**src/rtl/dircoh_pkg.sv**
```systemverilog
package dircoh_pkg;
  typedef enum logic [1:0] {DS_UNC = 2'd0, DS_SHR = 2'd1, DS_EXC = 2'd2} dstate_e;
  typedef enum logic [1:0] {RQ_RD = 2'd0, RQ_WR = 2'd1, RQ_UPG = 2'd2, RQ_WB = 2'd3} rqop_e;
  typedef enum logic [1:0] {FS_IDLE = 2'd0, FS_LOOK = 2'd1, FS_WAIT = 2'd2, FS_RESP = 2'd3} fsm_e;
endpackage

```
**src/rtl/dir_store.sv**
```systemverilog
module dir_store
  import dircoh_pkg::*;
#(
  parameter int N_CACHE = 4,
  parameter int N_BLK   = 8,
  localparam int IW     = $clog2(N_BLK)
) (
  input  logic               clk,
  input  logic               rst_n,
  input  logic [IW-1:0]      rd_idx,
  output dstate_e            rd_state,
  output logic [N_CACHE-1:0] rd_bits,
  input  logic               wr_en,
  input  logic [IW-1:0]      wr_idx,
  input  dstate_e            wr_state,
  input  logic [N_CACHE-1:0] wr_bits
);
  logic [1:0]         st_q   [N_BLK];
  logic [N_CACHE-1:0] bits_q [N_BLK];

  for (genvar g = 0; g < N_BLK; g++) begin : g_entry
    always_ff @(posedge clk) begin
      if (!rst_n) begin
        st_q[g]   <= DS_UNC;
        bits_q[g] <= '0;
      end else if (wr_en && wr_idx == IW'(g)) begin
        st_q[g]   <= wr_state;
        bits_q[g] <= wr_bits;
      end
    end
  end

  assign rd_state = dstate_e'(st_q[rd_idx]);
  assign rd_bits  = bits_q[rd_idx];


  excl_single_owner_chk: assert property (@(posedge clk) disable iff (!rst_n)
    (wr_en && wr_state == DS_EXC) |-> ($countones(wr_bits) == 1));

  unc_empty_chk: assert property (@(posedge clk) disable iff (!rst_n)
    (wr_en && wr_state == DS_UNC) |-> (wr_bits == '0));
endmodule

```
**src/rtl/dir_decide.sv**
```systemverilog
module dir_decide
  import dircoh_pkg::*;
#(
  parameter int N_CACHE = 4,
  localparam int SW     = $clog2(N_CACHE)
) (
  input  rqop_e              op,
  input  logic [SW-1:0]      src,
  input  dstate_e            cur_st,
  input  logic [N_CACHE-1:0] cur_bits,
  output logic [N_CACHE-1:0] tgt_mask,
  output logic               tgt_fetch,
  output dstate_e            nx_st,
  output logic [N_CACHE-1:0] nx_bits,
  output logic               do_wb
);
  function automatic logic [N_CACHE-1:0] src_bit(input logic [SW-1:0] s);
    logic [N_CACHE-1:0] v;
    v = '0;
    v[s] = 1'b1;
    return v;
  endfunction

  function automatic logic [N_CACHE-1:0] others_of(input logic [N_CACHE-1:0] b,
                                                    input logic [SW-1:0] s);
    return b & ~src_bit(s);
  endfunction

  logic own_excl;
  assign own_excl = (cur_st == DS_EXC) && (cur_bits == src_bit(src));

  always_comb begin
    tgt_mask  = '0;
    tgt_fetch = 1'b0;
    nx_st     = cur_st;
    nx_bits   = cur_bits;
    do_wb     = 1'b0;
    unique case (op)
      RQ_RD: begin
        if (!own_excl) begin
          if (cur_st == DS_EXC) begin
            tgt_mask  = cur_bits;
            tgt_fetch = 1'b1;
            do_wb     = 1'b1;
          end
          nx_st   = DS_SHR;
          nx_bits = cur_bits | src_bit(src);
        end
      end
      RQ_WR, RQ_UPG: begin
        if (!own_excl) begin
          tgt_mask = others_of(cur_bits, src);
          do_wb    = (cur_st == DS_EXC);
          nx_st    = DS_EXC;
          nx_bits  = src_bit(src);
        end
      end
      RQ_WB: begin
        if (own_excl) begin
          nx_st   = DS_UNC;
          nx_bits = '0;
          do_wb   = 1'b1;
        end
      end
      default: ;
    endcase
  end
endmodule

```
**src/rtl/ack_tracker.sv**
```systemverilog
module ack_tracker #(
  parameter int N_CACHE = 4
) (
  input  logic               clk,
  input  logic               rst_n,
  input  logic               load,
  input  logic [N_CACHE-1:0] load_mask,
  input  logic [N_CACHE-1:0] ack,
  output logic [N_CACHE-1:0] pending,
  output logic               drained
);
  always_ff @(posedge clk) begin
    if (!rst_n)    pending <= '0;
    else if (load) pending <= load_mask;
    else           pending <= pending & ~ack;
  end

  assign drained = ((pending & ~ack) == '0);


  ack_subset_chk: assert property (@(posedge clk) disable iff (!rst_n)
    (!load) |-> ((ack & ~pending) == '0));
endmodule

```
**src/rtl/dir_ctrl.sv**
```systemverilog
module dir_ctrl
  import dircoh_pkg::*;
#(
  parameter int N_CACHE = 4,
  parameter int N_BLK   = 8,
  localparam int SRC_W  = $clog2(N_CACHE),
  localparam int BLK_W  = $clog2(N_BLK)
) (
  input  logic               clk,
  input  logic               rst_n,
  input  logic               req_valid,
  output logic               req_ready,
  input  logic [1:0]         req_op,
  input  logic [SRC_W-1:0]   req_src,
  input  logic [BLK_W-1:0]   req_blk,
  output logic [N_CACHE-1:0] inv_vec,
  output logic [N_CACHE-1:0] fetch_vec,
  output logic [BLK_W-1:0]   msg_blk,
  input  logic [N_CACHE-1:0] ack_vec,
  output logic               rsp_valid,
  output logic [SRC_W-1:0]   rsp_dst,
  output logic [BLK_W-1:0]   rsp_blk,
  output logic [1:0]         rsp_state,
  output logic               mem_wb,
  output logic [BLK_W-1:0]   mem_wb_blk
);
  fsm_e               fs_q, fs_d;
  rqop_e              op_q;
  logic [SRC_W-1:0]   src_q;
  logic [BLK_W-1:0]   blk_q;
  dstate_e            nst_q;
  logic [N_CACHE-1:0] nbits_q;
  logic               wb_q;
  logic [N_CACHE-1:0] inv_q, fetch_q;

  dstate_e            cur_st, dec_st;
  logic [N_CACHE-1:0] cur_bits, dec_bits, dec_mask, pending;
  logic               dec_fetch, dec_wb, drained;

  // named internal events
  logic accept_evt, issue_evt, resp_evt;
  logic [N_CACHE-1:0] src_oh_q;

  assign accept_evt = req_valid && req_ready;
  assign issue_evt  = (fs_q == FS_LOOK) && (dec_mask != '0);
  assign resp_evt   = (fs_q == FS_RESP);
  assign src_oh_q   = N_CACHE'(1) << src_q;

  dir_store #(.N_CACHE(N_CACHE), .N_BLK(N_BLK)) u_store (
    .clk(clk), .rst_n(rst_n),
    .rd_idx(blk_q), .rd_state(cur_st), .rd_bits(cur_bits),
    .wr_en(resp_evt), .wr_idx(blk_q), .wr_state(nst_q), .wr_bits(nbits_q)
  );

  dir_decide #(.N_CACHE(N_CACHE)) u_decide (
    .op(op_q), .src(src_q), .cur_st(cur_st), .cur_bits(cur_bits),
    .tgt_mask(dec_mask), .tgt_fetch(dec_fetch),
    .nx_st(dec_st), .nx_bits(dec_bits), .do_wb(dec_wb)
  );

  ack_tracker #(.N_CACHE(N_CACHE)) u_acks (
    .clk(clk), .rst_n(rst_n),
    .load(issue_evt), .load_mask(dec_mask), .ack(ack_vec),
    .pending(pending), .drained(drained)
  );

  always_comb begin
    fs_d = fs_q;
    unique case (fs_q)
      FS_IDLE: if (accept_evt) fs_d = FS_LOOK;
      FS_LOOK: fs_d = issue_evt ? FS_WAIT : FS_RESP;
      FS_WAIT: if (drained) fs_d = FS_RESP;
      FS_RESP: fs_d = FS_IDLE;
      default: fs_d = FS_IDLE;
    endcase
  end

  always_ff @(posedge clk) begin
    if (!rst_n) begin
      fs_q    <= FS_IDLE;
      op_q    <= RQ_RD;
      src_q   <= '0;
      blk_q   <= '0;
      nst_q   <= DS_UNC;
      nbits_q <= '0;
      wb_q    <= 1'b0;
      inv_q   <= '0;
      fetch_q <= '0;
    end else begin
      fs_q    <= fs_d;
      inv_q   <= '0;
      fetch_q <= '0;
      if (accept_evt) begin
        op_q  <= rqop_e'(req_op);
        src_q <= req_src;
        blk_q <= req_blk;
      end
      if (fs_q == FS_LOOK) begin
        nst_q   <= dec_st;
        nbits_q <= dec_bits;
        wb_q    <= dec_wb;
        if (dec_fetch) fetch_q <= dec_mask;
        else           inv_q   <= dec_mask;
      end
    end
  end

  assign req_ready  = (fs_q == FS_IDLE);
  assign inv_vec    = inv_q;
  assign fetch_vec  = fetch_q;
  assign msg_blk    = blk_q;
  assign rsp_valid  = resp_evt;
  assign rsp_dst    = src_q;
  assign rsp_blk    = blk_q;
  assign rsp_state  = nst_q;
  assign mem_wb     = resp_evt && wb_q;
  assign mem_wb_blk = blk_q;


  accept_drops_ready_chk: assert property (@(posedge clk) disable iff (!rst_n)
    accept_evt |=> !req_ready);

  fetch_single_chk: assert property (@(posedge clk) disable iff (!rst_n)
    $countones(fetch_vec) <= 1);

  msg_kind_excl_chk: assert property (@(posedge clk) disable iff (!rst_n)
    !((inv_vec != '0) && (fetch_vec != '0)));

  inv_not_self_chk: assert property (@(posedge clk) disable iff (!rst_n)
    ((inv_vec & src_oh_q) == '0));

  resp_after_acks_chk: assert property (@(posedge clk) disable iff (!rst_n)
    rsp_valid |-> (pending == '0));

  rsp_single_pulse_chk: assert property (@(posedge clk) disable iff (!rst_n)
    rsp_valid |=> !rsp_valid);

  wb_with_rsp_chk: assert property (@(posedge clk) disable iff (!rst_n)
    mem_wb |-> rsp_valid);
endmodule

```
**config.mk**
```make
export PLATFORM = sky130hd
export DESIGN_NAME = dir_ctrl
export DESIGN_NICKNAME = d
export VERILOG_FILES = /design/src/rtl/dircoh_pkg.sv /design/src/rtl/dir_store.sv /design/src/rtl/dir_decide.sv /design/src/rtl/ack_tracker.sv /design/src/rtl/dir_ctrl.sv
export SDC_FILE = /design/constraint.sdc
export NUM_CORES = 1
export LEC_CHECK = 0
export BUFFER_PORTS_ARGS = -buffer_cell sky130_fd_sc_hd__buf_2
export CAP_MARGIN = 25
export CORE_MARGIN = 2
export CORE_UTILIZATION = 59
export CTS_BUF_LIST = sky130_fd_sc_hd__clkbuf_16
export DETAILED_ROUTE_END_ITERATION = 12
export PLACE_DENSITY = 0.79
export SYNTH_ARGS = -nofsm -noshare
export SYNTH_HDL_FRONTEND = slang
export SYNTH_HIERARCHICAL = 1
export SYNTH_SLANG_ARGS = --single-unit
```
**constraint.sdc**
```tcl
create_clock -name clk -period 5.17 [get_ports clk]
set_clock_uncertainty 0.2 [all_clocks]
set_input_delay 0.2585 -clock clk [delete_from_list [all_inputs] [get_ports clk]]
set_output_delay 0.2585 -clock clk [all_outputs]
set_load 0.005 [all_outputs]
```
==> impl_metrics.ini <==
[run_status]
status = finished with violations
violations = hold timing

[layout]
antenna_cells = 0
final_area_um2 = 4408
area_delta_synth_final_pct = 11.17
fillers = 456
final_common_cell = edfxtp_1
multiInputGateArea_um2 = 1727
fin_nets = 402
stdcell_count = 454
seqCellArea_um2 = 2002
drive_above_1_share_pct = 19.36
final_cell_mix = edfxtp_1 (48), buf_2 (38), nor3_1 (38), dfxtp_1 (28)

[sta]
hold_viol_final = 1
final-setup-viol-count = 0
slew_headroom_pct = 28.67
worst_pin_slew_ps = 1059
tns_ps = 0
fin_crit_ps = 4304
finalHoldWorstSlack_ps = -0.5707
rsz0062_at_grt = false
finalCritPeriodShare_pct = 83.25
finalMaxSlewViolations = 0
fmax_ghz = 0.2324

[power_and_ir_drop]
power_mw = 1.675
leakagePower_nw = 1.623
power_density_nw_per_um2 = 380.1
ir_drop_mv = 0.2653

[floorplanning]
io_pins = 38
die_area_um2 = 7393
fp-row-count = 29
die_h_um = 85.98
initial_core_util_pct = 61.74
die_x_um = 85.98
core_area_um2 = 6422

[clock_tree]
cts_buffers = 9
cts.repair.resized = 0
clock_latency_ps = 330
path_clk_slew_ps = 60
ctsLongestPathBuffers = 2
cts_tree = built
post_cts_buffers = 0
root_buffer = clkbuf_16
clock_sink_count = 76
h-tree-depth = 3
cts_hold_buf = 5

[yosys]
synth_xor_area_share_pct = 0.2209
synthMuxAreaShare_pct = 11.42
synth-simple-area-share_pct = 19.15
synth_fp_nets = 377
synth_top_family_by_area = simple AND/OR/NAND/NOR gates
syn_area_um2 = 3965
yosys_warnings = 6
postSynthCellCount = 348
synth_async_sr_flop_share_pct = 0
ys_seq_elements = 76
synth_adder_area_share_pct = 4.733
synth-main-ff-cell = edfxtp_1
avgSynthCellArea_um2 = 11.39
synth-compound-area-share_pct = 8.015
ys_seq_area_share_pct = 50.49
synth_enable_flop_cells = 48
yosysUniqueCellTypes = 50

[setup_path]
arrival_ps = 4370
worst-endpoint-required_ps = 5240
r2r_cells = 11
cp-startpoint = mem_wb_blk[0]$_SDFFE_PN0P_
rr_endpoint = u_acks/pending[2]$_SDFF_PN0_
r2r_start = mem_wb_blk[0]$_SDFFE_PN0P_
endpoint = u_acks/pending[2]$_SDFF_PN0_
cp_max_fo = 21
worst_setup_path_end_kind = flop
r2r_slack_ps = 870
critPathLaunchType = flop
critPathKind = reg2reg

[drt]
drt_pre_antenna_iters = 5
route.vias.total = 2888
drtIter0Drc = 189
vias_per_cell = 6.361
ant_nets = 0
drcViolationCount = 0
wl_per_cell_um = 19.07
drt-total-wl_um = 8660

[hold_path]
min_path_type = in2reg
min_from = req_blk[0]

[placed_design]
dpl.hpwl_um = 5911
dp_cells = 432
io_buffers = 37
place.gp.congestion = 0.8846
place_area_um2 = 4081

[flow_run]
drv_cap = 0

[grt]
overflow = 0
grt_util_met1_pct = 29.64
antenna_found_initial = 0
grt.busiest_layer = met2
grtUsageTotal_pct = 24.92
grt_max_degree = 25
grt_pass1_vias = 2861
use_met2_pct = 42.49
grt_pass1_wl_um = 13900
use_met3_pct = 6.833
-- worst min path at each step --
| stage | cells past startpoint | slack (ps) | end |
|---|---|---|---|
| after floorplan | 2 | 200 | mem_wb_blk[1]$_SDFFE_PN0P_ |
| after global placement | 2 | 280 | nbits_q[1]$_SDFFE_PN0P_ |
| after detailed placement | 2 | 290 | u_acks/pending[3]$_SDFF_PN0_ |
| after CTS | 3 | 0.9 | op_q[1]$_SDFFE_PN0P_ |
| after global routing | 3 | 10 | op_q[1]$_SDFFE_PN0P_ |
| final | 3 | -0.6 | mem_wb_blk[0]$_SDFFE_PN0P_ |
-- power breakdown --
group	switching [mW]	internal [mW]
clock	0.238	0.321
sequential	0.0419	0.682
combinational	0.240	0.153
total	0.520	1.16
-- layout make-up --
class / count / share of cell area [%]
Inverter: 15 / 1.277
Tap cell: 77 / 2.186
Sequential cell: 76 / 45.42
Timing Repair Buffer: 46 / 5.904
Clock buffer: 9 / 5.109
Multi-Input combinational cell: 225 / 39.17
Clock inverter: 6 / 0.9367
-- cell usage after synthesis, types with 2 or more instances --
cell / number / area [um2]
a21oi_1: 15 / 75.07
and2_1: 9 / 56.30
and3_1: 3 / 18.77
buf_2: 3 / 15.01
buf_4: 7 / 52.55
buf_6: 4 / 45.04
clkbuf_1: 17 / 63.81
dfxtp_1: 28 / 560.5
edfxtp_1: 48 / 1441
ha_1: 15 / 187.7
inv_1: 13 / 48.80
mux2_2: 6 / 67.56
mux2i_1: 7 / 70.07
mux4_1: 12 / 315.3
nand2_1: 15 / 56.30
nand2b_1: 12 / 75.07
nand3_1: 14 / 70.07
nand4_1: 4 / 25.02
nor2_1: 10 / 37.54
nor2b_1: 5 / 31.28
nor3_1: 38 / 190.2
nor4_1: 15 / 93.84
o211ai_1: 5 / 37.54
o21ai_0: 10 / 50.05
o21ai_2: 4 / 35.03
o22ai_1: 2 / 12.51
o311ai_0: 2 / 17.52
o31ai_1: 2 / 15.01
or4_1: 2 / 15.01
-- kinds of logic (layout without fill, tap and decap cells) --
logic type / Yosys count / count (layout)
flip-flops: 76 / 76
AND/OR/NAND/NOR: 136 / 136
buffers and inverters: 47 / 76
XOR/XNOR: 1 / 1
adder cells (fa/ha/maj): 15 / 15
multiplexers: 25 / 25
AO/OA/AOI/OAI: 48 / 48
-- critical path, stage by stage, from the launching register on --
cell and delay, ps:
dfxtp_1 890, mux4_1 650, mux2_2 310, inv_1 90, ha_1 240, or4_4 670
o211ai_1 210, a21oi_1 160, nor4_2 340, nor2b_1 150, nand2b_4 190, o21ai_2 120
-- flip-flops by register name, indices dropped and copies added, names as in the netlist --
signal          cells
u_store/st_q       16
inv_vec             4
rsp_dst             2
u_acks/pending      4
op_q                2
fetch_vec           4
wb_q                1
fs_q                2
mem_wb_blk          3
rsp_state           2
u_store/bits_q     32
nbits_q             4
-- routing by layer --
| metal | vias to the layer above | wire [um] |
|---|---|---|
| met4 | 0 | 235 |
| met1 | 1406 | 3545 |
| met3 | 19 | 468 |
| met5 | - | 0 |
| li1 | 1360 | - |
| met2 | 103 | 4411 |
-- per-stage QoR --
stage	util (%)	worst slack (ps)
6_report	68.63	866.2
5_1_grt	68.63	675.1
4_1_cts	68.48	872.4
3_5_place_dp	63.55	886.4
3_3_place_gp	63.55	1041
2_1_floorplan	-	1319
Note: power is estimated with default switching activity, not from simulation.
